**src/rtl/spi_id_pkg.sv**
```systemverilog
package spi_id_pkg;
  localparam int BYTE_W   = 8;
  localparam int NUM_MOD  = 2;
  localparam int MOD_W    = 1;
  localparam int FRAME_LEN = 4;
  localparam int BCNT_W   = 3;
  localparam logic [BYTE_W-1:0] FILL_BYTE = 8'hFF;
  localparam logic [BYTE_W-1:0] PAD_BYTE  = 8'h00;

  typedef struct packed {
    logic             hit;
    logic [MOD_W-1:0] idx;
  } mod_pick_t;
endpackage

```
**src/rtl/spi_id_sync_edge.sv**
```systemverilog
module spi_id_sync_edge #(
  parameter int STAGES = 2
) (
  input  logic clk,
  input  logic rst_n,
  input  logic sck_in,
  input  logic cs_n_in,
  input  logic mosi_in,
  output logic mosi_s,
  output logic sck_rise,
  output logic sck_fall,
  output logic cs_start,
  output logic cs_end,
  output logic cs_active
);
  logic [STAGES-1:0] sck_c, cs_c, mosi_c;
  logic sck_q, act_s;

  generate
    if (STAGES == 1) begin : g_one
      always_ff @(posedge clk or negedge rst_n) begin
        if (!rst_n) begin
          sck_c <= '0; cs_c <= '1; mosi_c <= '0;
        end else begin
          sck_c <= sck_in; cs_c <= cs_n_in; mosi_c <= mosi_in;
        end
      end
    end else begin : g_multi
      always_ff @(posedge clk or negedge rst_n) begin
        if (!rst_n) begin
          sck_c <= '0; cs_c <= '1; mosi_c <= '0;
        end else begin
          sck_c  <= {sck_c[STAGES-2:0], sck_in};
          cs_c   <= {cs_c[STAGES-2:0], cs_n_in};
          mosi_c <= {mosi_c[STAGES-2:0], mosi_in};
        end
      end
    end
  endgenerate

  always_ff @(posedge clk or negedge rst_n) begin
    if (!rst_n) begin
      sck_q     <= 1'b0;
      cs_active <= 1'b0;
    end else begin
      sck_q     <= sck_c[STAGES-1];
      cs_active <= act_s;
    end
  end

  assign act_s    = ~cs_c[STAGES-1];
  assign mosi_s   = mosi_c[STAGES-1];
  assign sck_rise = sck_c[STAGES-1] & ~sck_q;
  assign sck_fall = ~sck_c[STAGES-1] & sck_q;
  assign cs_start = act_s & ~cs_active;
  assign cs_end   = ~act_s & cs_active;
endmodule

```
**src/rtl/spi_id_store.sv**
```systemverilog
module spi_id_store
  import spi_id_pkg::*;
#(
  parameter int ADDR_W = 8
) (
  input  logic              clk,
  input  logic              wr_en,
  input  logic [MOD_W-1:0]  wr_mod,
  input  logic [ADDR_W-1:0] wr_addr,
  input  logic [BYTE_W-1:0] wr_data,
  input  logic [MOD_W-1:0]  rd_mod,
  input  logic [ADDR_W-1:0] rd_addr,
  output logic [BYTE_W-1:0] rd_data
);
  localparam int DEPTH = 1 << ADDR_W;
  logic [NUM_MOD-1:0][BYTE_W-1:0] bank_q;

  generate
    for (genvar g = 0; g < NUM_MOD; g++) begin : g_bank
      logic [BYTE_W-1:0] mem [DEPTH];
      always_ff @(posedge clk) begin
        if (wr_en && wr_mod == MOD_W'(g)) mem[wr_addr] <= wr_data;
      end
      assign bank_q[g] = mem[rd_addr];
    end
  endgenerate

  assign rd_data = bank_q[rd_mod];
endmodule

```
**src/rtl/spi_id_shifter.sv**
```systemverilog
module spi_id_shifter
  import spi_id_pkg::*;
#(
  parameter int ADDR_W = 8
) (
  input  logic              clk,
  input  logic              rst_n,
  input  logic              mosi_s,
  input  logic              sck_rise,
  input  logic              sck_fall,
  input  logic              cs_start,
  input  logic              cs_end,
  input  logic              ok_in,
  input  logic [MOD_W-1:0]  mod_in,
  input  logic [BYTE_W-1:0] mem_byte,
  output logic [ADDR_W-1:0] rd_addr,
  output logic [MOD_W-1:0]  mod_q,
  output logic              frame_ok,
  output logic [2:0]        bit_cnt,
  output logic [BCNT_W-1:0] byte_cnt,
  output logic [ADDR_W-1:0] offset,
  output logic              miso
);
  logic [BYTE_W-1:0] rx_q, tx_q, next_byte;
  logic [BYTE_W-1:0] rx_full;

  assign rx_full = {rx_q[BYTE_W-2:0], mosi_s};
  assign rd_addr = (byte_cnt == BCNT_W'(3)) ? offset + ADDR_W'(1) : offset;

  always_comb begin
    case (byte_cnt)
      BCNT_W'(1):            next_byte = frame_ok ? PAD_BYTE : FILL_BYTE;
      BCNT_W'(2), BCNT_W'(3): next_byte = frame_ok ? mem_byte : FILL_BYTE;
      default:               next_byte = FILL_BYTE;
    endcase
  end

  always_ff @(posedge clk or negedge rst_n) begin
    if (!rst_n) begin
      rx_q     <= '0;
      tx_q     <= FILL_BYTE;
      bit_cnt  <= '0;
      byte_cnt <= '0;
      offset   <= '0;
      frame_ok <= 1'b0;
      mod_q    <= '0;
    end else if (cs_start) begin
      bit_cnt  <= '0;
      byte_cnt <= '0;
      frame_ok <= ok_in;
      mod_q    <= mod_in;
      tx_q     <= ok_in ? PAD_BYTE : FILL_BYTE;
    end else if (cs_end) begin
      bit_cnt  <= '0;
      byte_cnt <= '0;
      tx_q     <= FILL_BYTE;
    end else begin
      if (sck_rise) begin
        rx_q    <= rx_full;
        bit_cnt <= bit_cnt + 3'd1;
        if (bit_cnt == 3'd7) begin
          if (byte_cnt < BCNT_W'(FRAME_LEN)) byte_cnt <= byte_cnt + BCNT_W'(1);
          if (byte_cnt == BCNT_W'(1)) offset <= rx_full[ADDR_W-1:0];
        end
      end
      if (sck_fall) begin
        if (bit_cnt == 3'd0 && byte_cnt != '0) tx_q <= next_byte;
        else tx_q <= {tx_q[BYTE_W-2:0], 1'b1};
      end
    end
  end

  assign miso = tx_q[BYTE_W-1];
endmodule

```
**src/rtl/spi_id_responder.sv**
```systemverilog
module spi_id_responder
  import spi_id_pkg::*;
#(
  parameter int ADDR_W      = 8,
  parameter int SYNC_STAGES = 2,
  parameter int SEL0_BIT    = 5,
  parameter int SEL1_BIT    = 3
) (
  input  logic              clk,
  input  logic              rst_n,
  input  logic              spi_sck,
  input  logic              spi_cs_n,
  input  logic              spi_mosi,
  output logic              spi_miso,
  input  logic [7:0]        sel_byte,
  input  logic [1:0]        mod_present,
  input  logic              ld_valid,
  output logic              ld_ready,
  input  logic [MOD_W-1:0]  ld_mod,
  input  logic [ADDR_W-1:0] ld_addr,
  input  logic [BYTE_W-1:0] ld_data
);
  logic mosi_s, sck_rise, sck_fall, cs_start, cs_end, cs_active;
  logic frame_ok, ok_in;
  mod_pick_t pick;
  logic [MOD_W-1:0]  mod_q;
  logic [ADDR_W-1:0] rd_addr, offset;
  logic [BYTE_W-1:0] mem_byte;
  logic [2:0]        bit_cnt;
  logic [BCNT_W-1:0] byte_cnt;

  always_comb begin
    pick.hit = 1'b1;
    pick.idx = '0;
    if (sel_byte[SEL0_BIT])      pick.idx = MOD_W'(0);
    else if (sel_byte[SEL1_BIT]) pick.idx = MOD_W'(1);
    else                         pick.hit = 1'b0;
  end
  assign ok_in    = pick.hit & mod_present[pick.idx];
  assign ld_ready = ~cs_active;

  spi_id_sync_edge #(.STAGES(SYNC_STAGES)) u_sync (
    .clk(clk), .rst_n(rst_n), .sck_in(spi_sck), .cs_n_in(spi_cs_n),
    .mosi_in(spi_mosi), .mosi_s(mosi_s), .sck_rise(sck_rise),
    .sck_fall(sck_fall), .cs_start(cs_start), .cs_end(cs_end),
    .cs_active(cs_active)
  );

  spi_id_store #(.ADDR_W(ADDR_W)) u_store (
    .clk(clk), .wr_en(ld_valid & ld_ready), .wr_mod(ld_mod),
    .wr_addr(ld_addr), .wr_data(ld_data), .rd_mod(mod_q),
    .rd_addr(rd_addr), .rd_data(mem_byte)
  );

  spi_id_shifter #(.ADDR_W(ADDR_W)) u_shift (
    .clk(clk), .rst_n(rst_n), .mosi_s(mosi_s), .sck_rise(sck_rise),
    .sck_fall(sck_fall), .cs_start(cs_start), .cs_end(cs_end),
    .ok_in(ok_in), .mod_in(pick.idx), .mem_byte(mem_byte),
    .rd_addr(rd_addr), .mod_q(mod_q), .frame_ok(frame_ok),
    .bit_cnt(bit_cnt), .byte_cnt(byte_cnt), .offset(offset),
    .miso(spi_miso)
  );
endmodule

```
**config.mk**
```make
export PLATFORM = sky130hd
export DESIGN_NAME = spi_id_responder
export DESIGN_NICKNAME = d
export VERILOG_FILES = /design/src/rtl/spi_id_pkg.sv /design/src/rtl/spi_id_sync_edge.sv /design/src/rtl/spi_id_store.sv /design/src/rtl/spi_id_shifter.sv /design/src/rtl/spi_id_responder.sv
export SDC_FILE = /design/constraint.sdc
export NUM_CORES = 2
export LEC_CHECK = 0
export BUFFER_PORTS_ARGS = -buffer_cell sky130_fd_sc_hd__buf_4
export CORE_AREA = 2 2 548 768
export DETAILED_ROUTE_END_ITERATION = 8
export DIE_AREA = 0 0 550 770
export PLACE_DENSITY = 0.59
export SETUP_SLACK_MARGIN = 0.5
export SYNTH_ARGS = -nofsm -noshare
export SYNTH_HDL_FRONTEND = slang
export SYNTH_HIERARCHICAL = 1
export SYNTH_SLANG_ARGS = --single-unit
```
**constraint.sdc**
```tcl
create_clock -name clk -period 3.8 [get_ports clk]
set_input_delay 0.19 -clock clk [delete_from_list [all_inputs] [get_ports clk]]
set_output_delay 0.19 -clock clk [all_outputs]
set_load 0.01 [all_outputs]
```
==> Word level (Yosys, flattened, before mapping) <==
Memory sizes are Yosys's and may differ from the RTL's.
Index checks and enable logic that the tools add are counted.
{ "classes": {"eq_ne": 4, "mux": 28, "n_bitwise": 13, "add_sub_neg": 3, "n_reduce_logical": 13, "n_lt_le_gt_ge": 3} }
{ "ops": {"columns": ["op", "n"], "rows": [
  ["$mux 8", 10],
  ["$mux 3", 8],
  ["$pmux 8 s2", 1],
  ["$reduce_bool 3->1", 5],
  ["$mux 1", 9],
  ["$add 8x1->8 const B", 1],
  ["$not 1->1", 7],
  ["$add 3x1->3 const B", 2],
  ["$and 1x1->1", 6],
  ["$eq 3x2->1 const B", 2],
  ["$reduce_and 3->1", 2],
  ["$reduce_and 5->1", 1],
  ["$lt 1x2->1 const B", 2],
  ["$eq 3x1->1 const B", 1],
  ["$eq 3x3->1 const B", 1],
  ["$logic_and 1x1->1", 3],
  ["$logic_not 3->1", 1],
  ["$lt 3x3->1 const B", 1],
  ["$reduce_or 2->1", 1]
]} }
{ "word_totals": {"output_inout_bits": 2, "n_memories": 2, "inputBits": 33, "word_cells": 78, "ram_bits": 4096, "reg_bits": 39} }
{ "memory_table": {"columns": ["memory", "depth", "width", "read_ports", "rd_clocked_by_memory_dff", "wr", "line", "text"], "rows": [
  ["u_store.g_bank[0].mem", 256, 8, 1, 0, 1, "spi_id_store.sv:20", "logic [BYTE_W-1:0] mem [DEPTH];"],
  ["u_store.g_bank[1].mem", 256, 8, 1, 0, 1, "spi_id_store.sv:20", null]
]} }

==> Longest topological paths before layout <==
An unclocked memory read counts as a cell.
{ "logic_depth": {"depth_word": 11, "ltp_mapped": 18} }

==> By module <==
Netlist, hierarchy kept.
{ "by_module_without_submodules": {"columns": ["module", "area_per_inst_um2", "n_inst", "cells_per_inst"], "rows": [
  ["spi_id_store", 159854.6, 1, 8034],
  ["spi_id_shifter", 1770.4, 1, 165],
  ["spi_id_sync_edge", 231.5, 1, 13],
  ["spi_id_responder", 32.5, 1, 4]
]} }

==> Least setup slack after synthesis <==
No wires, ideal clock.
{ "synth_timing": {"path_kind": "reg-to-reg", "from": "reg u_shift.byte_cnt[1]", "to": "reg u_shift.tx_q[7]", "path_slack_ps": 350, "stages_incl_launch_ff": 18, "period_less_slack_ps": 3450, "arrival_ps": 3345, "setup_time_ps": 105, "cell_sequence": "dfrtp_1 > ha_1 > ha_1 > mux2_2 > buf_6 > or2_1 > buf_6 > buf_6 > buf_2 > o221ai_1 > a21oi_1 > nor4_1 > nand4_1 > nor4_1 > o2111a_1 > nand2_1 > nor4b_1 > o41ai_1"} }
{ "synth_between": {"elab_chain_cells": 11, "word_cells_on_any_way": 17} }
{ "synth_lines": {"columns": ["element", "line", "text"], "rows": [
  ["start: declaration", "spi_id_shifter.sv:20", "output logic [BCNT_W-1:0] byte_cnt,"],
  ["start signal: assignment", "spi_id_shifter.sv:62", "if (byte_cnt < BCNT_W'(FRAME_LEN)) byte_cnt <= byte_cnt + BCNT_W'(1);"],
  ["$eq 3x2->1 *", "spi_id_shifter.sv:28", "assign rd_addr = (byte_cnt == BCNT_W'(3)) ? offset + ADDR_W'(1) : offset;"],
  ["$mux 8 *", "spi_id_shifter.sv:28", null],
  ["net rd_addr[1]", "spi_id_responder.sv:27", "logic [ADDR_W-1:0] rd_addr, offset;"],
  ["$mem_v2 256x8", null, null],
  ["$mux 8 (not written as such) * (2 in a row)", "spi_id_store.sv:28", "assign rd_data = bank_q[rd_mod];"],
  ["net mem_byte[7]", "spi_id_responder.sv:28", "logic [BYTE_W-1:0] mem_byte;"],
  ["$mux 8 *", "spi_id_shifter.sv:33", "BCNT_W'(2), BCNT_W'(3): next_byte = frame_ok ? mem_byte : FILL_BYTE;"],
  ["$pmux 8 s2 *", "spi_id_shifter.sv:31", "case (byte_cnt)"],
  ["$mux 8 *", "spi_id_shifter.sv:67", "if (bit_cnt == 3'd0 && byte_cnt != '0) tx_q <= next_byte;"],
  ["$mux 8 *", "spi_id_shifter.sv:66", "if (sck_fall) begin"],
  ["$mux 8 *", "spi_id_shifter.sv:53", "end else if (cs_end) begin"],
  ["$mux 8 *", "spi_id_shifter.sv:47", "end else if (cs_start) begin"],
  ["end signal: assignment", "spi_id_shifter.sv:52", "tx_q <= ok_in ? PAD_BYTE : FILL_BYTE;"],
  ["end signal: assignment", "spi_id_shifter.sv:67", null],
  ["end signal: assignment", "spi_id_shifter.sv:68", "else tx_q <= {tx_q[BYTE_W-2:0], 1'b1};"],
  ["end: declaration", "spi_id_shifter.sv:24", "logic [BYTE_W-1:0] rx_q, tx_q, next_byte;"]
]} }
Mark *: on every way through the listed nets, which the timed path passes. The rest lies on a longest branch. The select of a mux whose other input is x is not followed.
A chain may end at the register's enable or synchronous reset.

==> Worst setup path after layout <==
{ "layout_timing": {"from": "reg u_shift.byte_cnt[0]", "to": "reg u_shift.tx_q[3]"} }
Same word-level chain as after synthesis.

==> summary.md <==
| Metric | Value |
|---|---|
| Slew margin rel. | `0.2266` |
| DIE WIDTH | `approximately 550 µm` |
| Crit path launch type | `flip-flop` |
| DRC errors left | `0` |
| F_max | `approximately 0.23 GHz` |
| Sequential element share of the synthesized area | `0.7659` |
| Number of global-route vias before repair | `89180` |
| IO Count | `35` |
| Worst Hold Depth | `4` |
| WP data required | `~4.6 ns` |
| Core Util, Final | `0.4614` |
| Async set-reset flop share out of synthesis | `0.009432` |
| Most common cell after layout, fill and taps aside | `edfxtp_1` |
| Worst-path clk slew | `around 0.07 ns` |
| Synth Flop Type | `edfxtp_1` |
| Vias post-DR | `around 87000` |
| Die Ht | `770 µm` |
| Vias per std cell | `5.717` |
| DR WL/cell | `30.70 µm` |
| Final setup margin | `-0.5837 ns` |
| GRT Resource Usage Total | `0.2167` |
| # rows | `281` |
| Syn Nets | `8257` |
| CTS tree | `built` |
| NumNets Final | `9512` |
| Initial antenna violation count | `15` |
| Synthesized instance count | `8216` |
| Worst Hold Class | `in2reg` |
| WS Path Type | `reg2reg` |
| Post-synthesis average cell area | `19.70 µm²` |
| First-pass GRT wire length | `659500 µm` |
| Port-buffer cells | `28` |
| Clock Sinks | `4135` |
| Most used cell, CP | `buf_4` |
| Synth Register Bits | `just over 4000` |
| Setup Viol. Count Final | `8` |
| CP Capture Type | `flip-flop` |
| Gr ovfl total | `0` |
| Warnings from Yosys | `6` |
| Commonest cells after routing, fill and taps aside | `4096 x edfxtp_1, 1195 x buf_4, 797 x mux2i_1` |
| H-tree levels | `5` |
| Pwr/cell area | `464.8 nW/µm²` |
| Slowest cell on the critical path | `o221ai_1` |
| Post-DP HPWL | `306500 µm` |
| Static Leakage | `58.59 nW` |
| Final wirelength | `469700 µm` |
| Total core area | `417000 µm²` |
| Failing checks | `negative setup slack` |
| EDFF count, synth | `4096` |
| Worst reg2reg path depth | `16` |
| Reg2reg start | `u_shift/byte_cnt[0]` |
| Hold Path End | `u_shift/frame_ok` |
| Cell Area, Synth | `161900 µm²` |
| Area Growth Syn to Fin | `18.84%` |
| Outcome | `finished, violations left` |
| R2R setup slack | `-0.58 ns` |
| Finished Layout Cells | `between 15000 and 20000` |
| CTS max path bufs | `4` |
| Starting Density | `0.3882` |
| WHS | `~0.092 ns` |
| CP Cell Sequence | `ha_2 -> ha_4 -> mux2_8 -> or2_4 -> buf_4 -> buf_12 -> o221ai_1 -> a21oi_1 -> nor4_1 -> nand4_1 -> o21ai_0 -> buf_4 -> o2111a_1 -> nand2b_1 -> a211oi_1 -> o41ai_1` |
| Final cycle utilization of the critical path | `1.154` |
| CTS buffer count | `372` |
| Largest net degree at the start of global routing | `around 120` |
| Tmin final | `4.384 ns` |
| Worst Path Max Fanout | `25` |
| DRT Pass-1 Iters | `6` |
| Slowest stage delay, CP | `0.52 ns` |
| Worst Tran Pin Value | `between 1 and 1.5 ns` |
| First DRT Iteration DRCs | `9383` |
| RSZ-0062 raised after global routing | `yes` |
| Worst hold start | `mod_present[1]` |
| Final ANT Viol Nets | `0` |
| Max-cap viol count | `0` |
| GPL Wtd Cong | `0.9572` |
| Crit path DAT | `5.18 ns` |
| Die Area | `423500 µm²` |
| Number of library cell types mapped by synthesis | `between 60 and 70` |
| Clock Latency Late Sink | `a little under 1 ns` |
| CTS Root Cell | `clkbuf_16` |
| RR Endpoint | `u_shift/tx_q[3]` |
| FILL cells | `~35000` |
| Final Hold Viols | `0` |
| Share of cells above drive strength 1 | `0.2901` |
| Placed cells | `14540` |
| VDD IR-drop max | `roughly 370 µV` |
| Clock skew | `0.06034 ns` |
| Final Max Slew Viols | `0` |
critical path: cells and delay by family (launching register included):
kind / cells / cell delay [ns]
compound gates: 6 / 1.49
simple gates: 4 / 0.97
buf+inv: 3 / 0.53
fa+ha+maj: 2 / 0.42
mux: 1 / 0.40
flops: 1 / 0.36
area by class of cell:
cell class / count / area [µm²] / share of cell area
Antenna cell: 6 / 15.01 / 0.00007804
Timing Repair Buffer: 1404 / 13090 / 0.06806
Inverter: 14 / 78.83 / 0.0004097
Clock inverter: 229 / 2152 / 0.01119
Multi-Input combinational cell: 3542 / 36380 / 0.1891
Clock buffer: 449 / 9756 / 0.05071
Sequential cell: 4135 / 124000 / 0.6444
Timing Repair inverter: 2 / 22.52 / 0.0001171
Tap cell: 5518 / 6904 / 0.03589
cell usage after synthesis (10+ instances only):
| library cell | instances | share of area |
|---|---|---|
| edfxtp_1 | 4096 | 0.76 |
| mux2i_1 | 800 | 0.049 |
| mux4_2 | 654 | 0.091 |
| nor2_1 | 614 | 0.014 |
| o221ai_1 | 370 | 0.020 |
| clkbuf_1 | 274 | 0.0064 |
| a21oi_1 | 203 | 0.0063 |
| o22ai_1 | 163 | 0.0063 |
| o21ai_0 | 119 | 0.0037 |
| nor3_1 | 111 | 0.0034 |
| nand2_1 | 89 | 0.0021 |
| buf_6 | 68 | 0.0047 |
| buf_4 | 67 | 0.0031 |
| nand3_1 | 64 | 0.0020 |
| a22oi_1 | 61 | 0.0028 |
| buf_2 | 57 | 0.0018 |
| nand4_1 | 48 | 0.0019 |
| buf_1 | 44 | 0.0010 |
| nor4_1 | 36 | 0.0014 |
| a211oi_1 | 30 | 0.0014 |
| dfrtp_1 | 29 | 0.0045 |
| and2_1 | 21 | 0.00081 |
| nor2b_1 | 15 | 0.00058 |
| nand2b_1 | 14 | 0.00054 |
| o31ai_1 | 14 | 0.00065 |
| o41ai_1 | 14 | 0.00076 |
| inv_1 | 13 | 0.00030 |
| buf_8 | 10 | 0.00093 |
| dfstp_2 | 10 | 0.0016 |
kinds of logic (layout without fill, tap and decap cells):
group / count (synthesis) / count (layout) / share of synthesized area
DFF: 4135 / 4135 / 0.7659
muxes: 1471 / 1471 / 0.1418
and+or+nand+nor: 1042 / 1042 / 0.02827
AOI/OAI and AO/OA: 1012 / 1012 / 0.04409
buffers and inverters: 539 / 2098 / 0.01884
xor gates and xnor gates: 9 / 9 / 0.0004869
adders and majority gates: 8 / 8 / 0.0006183
other: 0 / 6 / 0
worst max-delay path by stage:
stage / depth (start not counted) / start / endpoint
6_report: 16 / u_shift/byte_cnt[0] / u_shift/tx_q[3]
5_1_grt: 17 / u_shift/byte_cnt[0] / u_shift/tx_q[1]
4_1_cts: 17 / u_shift/byte_cnt[1] / u_shift/tx_q[7]
3_5_place_dp: 16 / u_shift/byte_cnt[1] / u_shift/tx_q[4]
3_3_place_gp: 20 / u_shift/byte_cnt[2] / u_shift/tx_q[7]
2_1_floorplan: 17 / u_shift/byte_cnt[1] / u_shift/tx_q[7]
state kept, by name, summed over array words and instances (netlist names):
| signal | flops |
|---|---|
| u_store/g_bank.mem | 4096 |
| u_shift/byte_cnt | 3 |
| u_sync/sck_c | 2 |
| u_sync/mosi_c | 2 |
| u_shift/mod_q | 1 |
| u_shift/bit_cnt | 3 |
| u_sync/cs_active | 1 |
| u_sync/cs_c | 2 |
| u_shift/tx_q | 8 |
| u_shift/rx_q | 7 |
| u_sync/sck_q | 1 |
| u_shift/frame_ok | 1 |
| u_shift/offset | 8 |
per-layer routing:
metal	GRT usage	vias up	part of all wire
met5	0	-	0.000075
met4	0.1204	6	0.064
met3	0.02960	970	0.064
met2	0.3802	3610	0.51
met1	0.2556	46270	0.36
li1	-	36620	-
where the power goes:
part | switching [W] | internal [W]
Sequential | 0.0000620 | 0.0502
Clock | 0.0167 | 0.0207
Combinational | 0.00137 | 0.000380
stage by stage:
step	total power (W)	instance area [µm²]	TNS [ns]	worst slack, ns
2_1_floorplan	0.05148	162000	0	0.4490
3_3_place_gp	0.05284	177800	-7.383	-1.127
3_5_place_dp	0.05291	177800	-7.050	-1.147
4_1_cts	0.08999	191400	-3.511	-0.5000
5_1_grt	0.09158	192400	-4.608	-0.6382
6_report	0.08943	192400	-3.978	-0.5837
repair_timing:
action                     in CTS  in global routing
buffers inserted               17                 23
gates resized for setup       172                125
pin swaps                      38                 40
hold endpoints to repair      632                  0
hold buffers                   20                  0
setup endpoints to repair      24                  8
cloned                         13                  7
Power figures use the tool's default switching activity.
